$ cat src/rtl/probe_pkg.sv
package probe_pkg;
  localparam int unsigned BYTE_W    = 8;
  localparam int unsigned NUM_STEPS = 10;
  localparam int unsigned STEP_W    = $clog2(NUM_STEPS);

  typedef enum logic [1:0] {BUS_IDLE, BUS_WR, BUS_RD} bus_state_e;

  // base bytes first (codes 8,9), then version/vendor codes 0..7
  function automatic logic [BYTE_W-1:0] step_index(input logic [STEP_W-1:0] s);
    logic [BYTE_W-1:0] sx;
    sx = {{(BYTE_W-STEP_W){1'b0}}, s};
    return (sx < 8'd2) ? (sx + 8'd8) : (sx - 8'd2);
  endfunction
endpackage

$ cat src/rtl/probe_bus.sv
module probe_bus
  import probe_pkg::*;
#(
  parameter int unsigned ADDR_W = 16,
  parameter logic [ADDR_W-1:0] IDX_ADDR = 16'h004E,
  parameter logic [ADDR_W-1:0] DAT_ADDR = 16'h004F
) (
  input  logic              clk_i,
  input  logic              rst_ni,
  input  logic              go_i,
  input  logic [BYTE_W-1:0] index_i,
  output logic              idle_o,
  output logic              ack_o,
  output logic [BYTE_W-1:0] rdata_o,
  output logic [ADDR_W-1:0] io_addr_o,
  output logic [BYTE_W-1:0] io_wdata_o,
  output logic              io_wr_o,
  output logic              io_rd_o,
  input  logic [BYTE_W-1:0] io_rdata_i,
  input  logic              io_rdy_i
);
  bus_state_e state_q, state_d;
  logic [BYTE_W-1:0] idx_q;

  always_comb begin
    state_d = state_q;
    unique case (state_q)
      BUS_IDLE: if (go_i) state_d = BUS_WR;
      BUS_WR:   if (io_rdy_i) state_d = BUS_RD;
      BUS_RD:   if (io_rdy_i) state_d = BUS_IDLE;
      default:  state_d = BUS_IDLE;
    endcase
  end

  always_ff @(posedge clk_i or negedge rst_ni) begin
    if (!rst_ni) begin
      state_q <= BUS_IDLE;
      idx_q   <= '0;
    end else begin
      state_q <= state_d;
      if (state_q == BUS_IDLE && go_i) idx_q <= index_i;
    end
  end

  assign idle_o     = (state_q == BUS_IDLE);
  assign io_wr_o    = (state_q == BUS_WR);
  assign io_rd_o    = (state_q == BUS_RD);
  assign io_addr_o  = io_rd_o ? DAT_ADDR : IDX_ADDR;
  assign io_wdata_o = io_wr_o ? idx_q : '0;
  assign ack_o      = io_rd_o && io_rdy_i;
  assign rdata_o    = io_rdata_i;
endmodule

$ cat src/rtl/probe_store.sv
module probe_store
  import probe_pkg::*;
#(
  parameter int unsigned NUM_BYTES = NUM_STEPS,
  localparam int unsigned SEL_W = $clog2(NUM_BYTES)
) (
  input  logic                          clk_i,
  input  logic                          rst_ni,
  input  logic                          we_i,
  input  logic [SEL_W-1:0]              sel_i,
  input  logic [BYTE_W-1:0]             byte_i,
  output logic [NUM_BYTES*BYTE_W-1:0]   bytes_o
);
  for (genvar g = 0; g < NUM_BYTES; g++) begin : g_byte
    logic [BYTE_W-1:0] q;
    always_ff @(posedge clk_i or negedge rst_ni) begin
      if (!rst_ni) q <= '0;
      else if (we_i && sel_i == SEL_W'(g)) q <= byte_i;
    end
    assign bytes_o[g*BYTE_W +: BYTE_W] = q;
  end
endmodule

$ cat src/rtl/probe_seq.sv
module probe_seq
  import probe_pkg::*;
#(
  parameter int unsigned ADDR_W = 16,
  parameter logic [ADDR_W-1:0] IDX_ADDR = 16'h004E,
  parameter logic [ADDR_W-1:0] DAT_ADDR = 16'h004F
) (
  input  logic              clk_i,
  input  logic              rst_ni,
  input  logic              start_i,
  output logic [ADDR_W-1:0] io_addr_o,
  output logic [7:0]        io_wdata_o,
  output logic              io_wr_o,
  output logic              io_rd_o,
  input  logic [7:0]        io_rdata_i,
  input  logic              io_rdy_i,
  output logic [15:0]       base_addr_o,
  output logic [31:0]       version_o,
  output logic [31:0]       vendor_o,
  output logic              present_o,
  output logic              absent_o,
  output logic              done_o
);
  localparam logic [STEP_W-1:0] LAST_STEP = STEP_W'(NUM_STEPS - 1);
  localparam logic [BYTE_W-1:0] ALL_ONES  = '1;

  logic              run_q, done_q, present_q, absent_q;
  logic [STEP_W-1:0] step_q;
  logic              bus_idle, bus_ack, go;
  logic [BYTE_W-1:0] bus_rdata;
  logic [NUM_STEPS*BYTE_W-1:0] bytes;
  logic              id_ok;

  assign go = run_q && bus_idle;

  probe_bus #(
    .ADDR_W   (ADDR_W),
    .IDX_ADDR (IDX_ADDR),
    .DAT_ADDR (DAT_ADDR)
  ) u_bus (
    .clk_i      (clk_i),
    .rst_ni     (rst_ni),
    .go_i       (go),
    .index_i    (step_index(step_q)),
    .idle_o     (bus_idle),
    .ack_o      (bus_ack),
    .rdata_o    (bus_rdata),
    .io_addr_o  (io_addr_o),
    .io_wdata_o (io_wdata_o),
    .io_wr_o    (io_wr_o),
    .io_rd_o    (io_rd_o),
    .io_rdata_i (io_rdata_i),
    .io_rdy_i   (io_rdy_i)
  );

  probe_store #(.NUM_BYTES(NUM_STEPS)) u_store (
    .clk_i   (clk_i),
    .rst_ni  (rst_ni),
    .we_i    (bus_ack),
    .sel_i   (step_q),
    .byte_i  (bus_rdata),
    .bytes_o (bytes)
  );

  // step 2 holds version byte 0, step 6 vendor byte 0; both stored before the last step
  assign id_ok = (bytes[2*BYTE_W +: BYTE_W] != ALL_ONES) &&
                 (bytes[6*BYTE_W +: BYTE_W] != ALL_ONES);

  always_ff @(posedge clk_i or negedge rst_ni) begin
    if (!rst_ni) begin
      run_q     <= 1'b0;
      step_q    <= '0;
      done_q    <= 1'b0;
      present_q <= 1'b0;
      absent_q  <= 1'b0;
    end else begin
      done_q <= 1'b0;
      if (start_i && !run_q && !present_q) begin
        run_q    <= 1'b1;
        step_q   <= '0;
        absent_q <= 1'b0;
      end else if (bus_ack) begin
        if (step_q == LAST_STEP) begin
          run_q     <= 1'b0;
          done_q    <= 1'b1;
          present_q <= id_ok;
          absent_q  <= !id_ok;
        end else begin
          step_q <= step_q + 1'b1;
        end
      end
    end
  end

  assign base_addr_o = {bytes[1*BYTE_W +: BYTE_W], bytes[0 +: BYTE_W]};
  assign version_o   = bytes[2*BYTE_W +: 4*BYTE_W];
  assign vendor_o    = bytes[6*BYTE_W +: 4*BYTE_W];
  assign present_o   = present_q;
  assign absent_o    = absent_q;
  assign done_o      = done_q;
endmodule

$ cat config.mk
export PLATFORM = sky130hd
export DESIGN_NAME = probe_seq
export DESIGN_NICKNAME = d
export VERILOG_FILES = /design/src/rtl/probe_pkg.sv /design/src/rtl/probe_bus.sv /design/src/rtl/probe_store.sv /design/src/rtl/probe_seq.sv
export SDC_FILE = /design/constraint.sdc
export NUM_CORES = 1
export LEC_CHECK = 0
export BUFFER_PORTS_ARGS = -buffer_cell sky130_fd_sc_hd__buf_2
export CORE_MARGIN = 2
export CORE_UTILIZATION = 46
export CTS_BUF_LIST = sky130_fd_sc_hd__clkbuf_8 sky130_fd_sc_hd__clkbuf_16
export CTS_CLUSTER_DIAMETER = 200
export DETAILED_ROUTE_END_ITERATION = 10
export PLACE_DENSITY = 0.75
export SETUP_SLACK_MARGIN = 0.5
export SYNTH_ARGS = -nofsm -noshare
export SYNTH_HDL_FRONTEND = slang
export SYNTH_SLANG_ARGS = --single-unit
$ cat constraint.sdc
create_clock -name clk_i -period 1.6 [get_ports clk_i]
set_input_delay 0.16 -clock clk_i [delete_from_list [all_inputs] [get_ports clk_i]]
set_output_delay 0.16 -clock clk_i [all_outputs]
set_load 0.005 [all_outputs]
==> impl_metrics.xml <==
<?xml version="1.0" encoding="UTF-8"?>
<metrics>
  <group name="routing">
    <metric name="drt_first_pass_iters" unit="">4</metric>
    <metric name="drt.antenna.violating_nets" unit="">0</metric>
    <metric name="vias_per_cell" unit="">5.102</metric>
    <metric name="drc" unit="">0</metric>
    <metric name="wl_per_cell" unit="um">17.99</metric>
    <metric name="totalWireLength" unit="um">9733</metric>
    <metric name="drtIter0Drc" unit="">106</metric>
    <metric name="via_count_of_the_routed_design" unit="">2760</metric>
  </group>
  <group name="critical_path">
    <metric name="worst-r2r-setup-slack" unit="ns">-0.13</metric>
    <metric name="timing.critical_path.from_type" unit="">flop</metric>
    <metric name="crit-reg2reg-launch" unit="">step_q[1]</metric>
    <metric name="cp_arrival" unit="ns">1.98</metric>
    <metric name="worst_setup_path_startpoint" unit="">step_q[1]</metric>
    <metric name="critPathCapture" unit="">u_store.g_byte[9].q[1]</metric>
    <metric name="critical_path.max_fanout" unit="">6</metric>
    <metric name="reg_to_reg_critical_path_endpoint" unit="">u_store.g_byte[9].q[1]</metric>
    <metric name="kind_of_capture_point_of_the_worst_setup_path" unit="">flop</metric>
    <metric name="worstSetupPathType" unit="">reg -&gt; reg</metric>
    <metric name="rr_worst_depth" unit="">6</metric>
    <metric name="critical_path_required" unit="ns">1.85</metric>
  </group>
  <group name="logic_synthesis">
    <metric name="synth_top_cell_by_area" unit="">dfrtp_1</metric>
    <metric name="synthDistinctLibCells" unit="">32</metric>
    <metric name="synth.ff_latch_count" unit="">96</metric>
    <metric name="ys_seq_area_share" unit="%">59.44</metric>
    <metric name="synth_area" unit="sq um">4041</metric>
    <metric name="cell_types_occupying_the_most_area_after_synthesis" unit="">dfrtp_1 59%, mux2_2 21%, buf_4 3.3%, mux2_1 2.8%, ha_1 2.2%</metric>
    <metric name="count_of_yosys_warnings_during_synthesis" unit="">0</metric>
    <metric name="fraction_of_synthesized_cell_area_taken_by_the_top_area_cell_type" unit="%">59.44</metric>
    <metric name="syn_area_per_cell" unit="sq um">14.08</metric>
    <metric name="synthesis.instances" unit="">287</metric>
  </group>
  <group name="floorplan">
    <metric name="initial_standard_cell_utilization_of_the_core" unit="%">46.80</metric>
    <metric name="io-pin-count" unit="">121</metric>
    <metric name="core-area" unit="sq um">8636</metric>
    <metric name="rows" unit="">34</metric>
    <metric name="floorplan.die_area" unit="sq um">9551</metric>
    <metric name="die_w" unit="um">97.73</metric>
    <metric name="vert_die_dim" unit="um">97.73</metric>
  </group>
  <group name="cells_and_area">
    <metric name="antennaDiodeCount" unit="">0</metric>
    <metric name="multi_input_area" unit="sq um">1849</metric>
    <metric name="layout.cells.most_common_list" unit="">102 x buf_2, 92 x dfrtp_1, 54 x mux2_2</metric>
    <metric name="nNetsFinal" unit="">447</metric>
    <metric name="post_route_cells_drive_above_1_share" unit="%">66.97</metric>
    <metric name="num-fill-cells" unit="">634</metric>
    <metric name="finished_core_util" unit="%">64.30</metric>
    <metric name="areaGrowthSynthToFinish" unit="%">37.40</metric>
    <metric name="register_area" unit="sq um">2407</metric>
    <metric name="final-instance-count-excl-fill" unit="">541</metric>
    <metric name="mostFrequentLayoutCell" unit="">buf_2</metric>
  </group>
  <group name="timing">
    <metric name="fin_crit_sh" unit="%">108.1</metric>
    <metric name="setup_repair_after_global_routing_missed_its_margin" unit="">yes</metric>
    <metric name="hold_violations" unit="">0</metric>
    <metric name="timing.final.ws_setup" unit="ns">-0.1289</metric>
    <metric name="timing.final.crit_period" unit="ns">1.729</metric>
    <metric name="maxSlewViolCount" unit="">0</metric>
    <metric name="finalClockSkew" unit="ns">0.008811</metric>
    <metric name="setup_total_negative_slack" unit="ns">-1.346</metric>
    <metric name="timing.fmax" unit="GHz">0.5784</metric>
    <metric name="hold_ws" unit="ns">0.1980</metric>
    <metric name="report.final.setup_viol" unit="">24</metric>
  </group>
  <group name="power">
    <metric name="p_sw" unit="mW">2.998</metric>
    <metric name="leakage" unit="nW">2.973</metric>
    <metric name="comb_power_share" unit="%">43.6</metric>
    <metric name="sw_frac_of_total" unit="%">32.94</metric>
    <metric name="cellInternalPower" unit="mW">6.104</metric>
    <metric name="max-vdd-ir-drop" unit="V">0.0008528</metric>
    <metric name="totalPowerFinal" unit="mW">9.102</metric>
    <metric name="power_density" unit="nW/um^2">1639</metric>
    <metric name="clockPowerShare" unit="%">15.4</metric>
    <metric name="sequential_group_share_of_total_power" unit="%">41.0</metric>
  </group>
  <group name="placed_design">
    <metric name="gpl.final_weighted_congestion" unit="">0.8564</metric>
    <metric name="dpl.cell_count" unit="">501</metric>
    <metric name="hpwl" unit="um">6407</metric>
    <metric name="placement.io_buffers" unit="">105</metric>
  </group>
  <group name="global_routing">
    <metric name="track_usage" unit="%">19.89</metric>
    <metric name="via_count_of_the_first_global_routing_pass" unit="">2831</metric>
    <metric name="grt_max_degree" unit="">49</metric>
    <metric name="global_route_wire_length_before_repair" unit="um">14870</metric>
    <metric name="grt_antenna_before_repair" unit="">0</metric>
    <metric name="grt_overflow" unit="">0</metric>
  </group>
  <group name="cts">
    <metric name="cts-root-to-sink-buffers" unit="">2</metric>
    <metric name="insertion_delay" unit="ns">0.36</metric>
    <metric name="cts_num_sinks" unit="">96</metric>
    <metric name="htreeDepth" unit="">3</metric>
    <metric name="total_cts_buffers" unit="">9</metric>
    <metric name="tritoncts_clock_tree" unit="">yes</metric>
    <metric name="clkSlewWorstSetupHoldPaths" unit="ns">0.09</metric>
    <metric name="clockRootBuffer" unit="">clkbuf_8</metric>
  </group>
  <group name="run">
    <metric name="cap_viol_max_count" unit="">0</metric>
  </group>
  <group name="run_status">
    <metric name="outcome" unit="">finished with violations</metric>
    <metric name="violations" unit="">setup timing</metric>
  </group>
  <group name="worst_hold_path">
    <metric name="worst_hold_path_type" unit="">in -&gt; reg</metric>
  </group>
</metrics>
## Yosys cell counts (all sizes together)
master,count
conb,2
xnor2,3
nor3b,1
nand3b,2
and3b,1
o21bai,1
nor4,1
dfrtp,96
buf,28
and4,1
a211o,1
nor2b,2
nand4,5
nor3,4
ha,7
mux2,85
and2,6
nand3,1
inv,6
a21o,1
a21oi,7
nor2,11
clkbuf,2
a211oi,1
nand2,12
## power groups by stage
| stage | registers (mW) | clock network [mW] | logic, mW |
|---|---|---|---|
| floorplan | 3.72 | 0 | 1.46 |
| global placement | 3.69 | 0 | 2.70 |
| detailed placement | 3.71 | 0 | 2.78 |
| CTS | 3.70 | 1.44 | 3.40 |
| global route | 3.82 | 1.55 | 4.28 |
| finish | 3.73 | 1.40 | 3.97 |
## worst min-delay path by stage
stage | startpoint | endpoint | slack (ns) | cells after the start
floorplan | rst_ni | absent_o | -0.14 | 0
global placement | rst_ni | u_store.g_byte[8].q[1] | 0.1 | 1
detailed placement | rst_ni | u_store.g_byte[8].q[1] | 0.10 | 1
CTS | io_rdy_i | u_bus.state_q[0] | 0.15 | 3
global route | io_rdy_i | u_bus.state_q[0] | 0.19 | 3
finish | io_rdy_i | u_bus.state_q[0] | 0.20 | 3
## cells by family after synthesis
kind of cell             count (synthesis)  synth area share [%]
flip-flops                              96                 59.44
multiplexers                            85                 23.68
AND/OR/NAND/NOR                         47                 7.121
buffers and inverters                   36                 5.108
AO/OA/AOI/OAI                           11                 1.641
adder cells (fa/ha/maj)                  7                 2.167
XOR/XNOR                                 3                0.6503
other                                    2                0.1858
## sequential cells by signal, indices dropped and copies added, names as in the netlist
signal,flops
step_q,4
u_bus.idx_q,6
absent_o,1
present_o,1
u_bus.state_q,2
done_o,1
u_store.g_byte.q,80
run_q,1
## repair_timing
item / in CTS / in global routing
resized for setup: 62 / 34
endpoints found under the hold margin: 27 / 0
buffers inserted: 11 / 11
gates cloned: 0 / 1
pin swaps: 13 / 14
setup endpoints to repair: 107 / 115
hold buffers: 1 / 0
## final cells by class
type                    instances  share of cell area, %
clock buffers                   9                  2.231
clock inverters                 7                 0.8337
inverters                       6                 0.4507
multi-input cells             168                  33.30
flip-flops and latches         96                  43.35
well taps                     108                  2.434
repair buffers                147                  17.40
## stage by stage
stage,setup WS (ns),instance area [sq um]
2_1_floorplan,-0.003453,4155
3_3_place_gp,-0.03794,4778
3_5_place_dp,-0.1079,4778
4_1_cts,-0.05469,5333
5_1_grt,-0.1897,5553
6_report,-0.1289,5553
## per-layer routing
metal | part of all wire, % | global-route usage [%] | wire, um | vias up
met1 | 42 | 25.43 | 4070 | 1404
met3 | 7.7 | 7.659 | 754 | 11
li1 | - | - | - | 1238
met5 | 0 | 0 | 0 | -
met2 | 49 | 32.36 | 4776 | 107
met4 | 1.4 | 4.808 | 132 | 0
## worst max-delay path, stage by stage (launching register included)
cell      delay, ns
dfrtp_2        0.44
inv_4          0.09
ha_4           0.14
nand3b_1       0.25
nor2_4         0.23
buf_6          0.16
mux2_4         0.30
No activity file was read; power rests on OpenSTA's default activity.
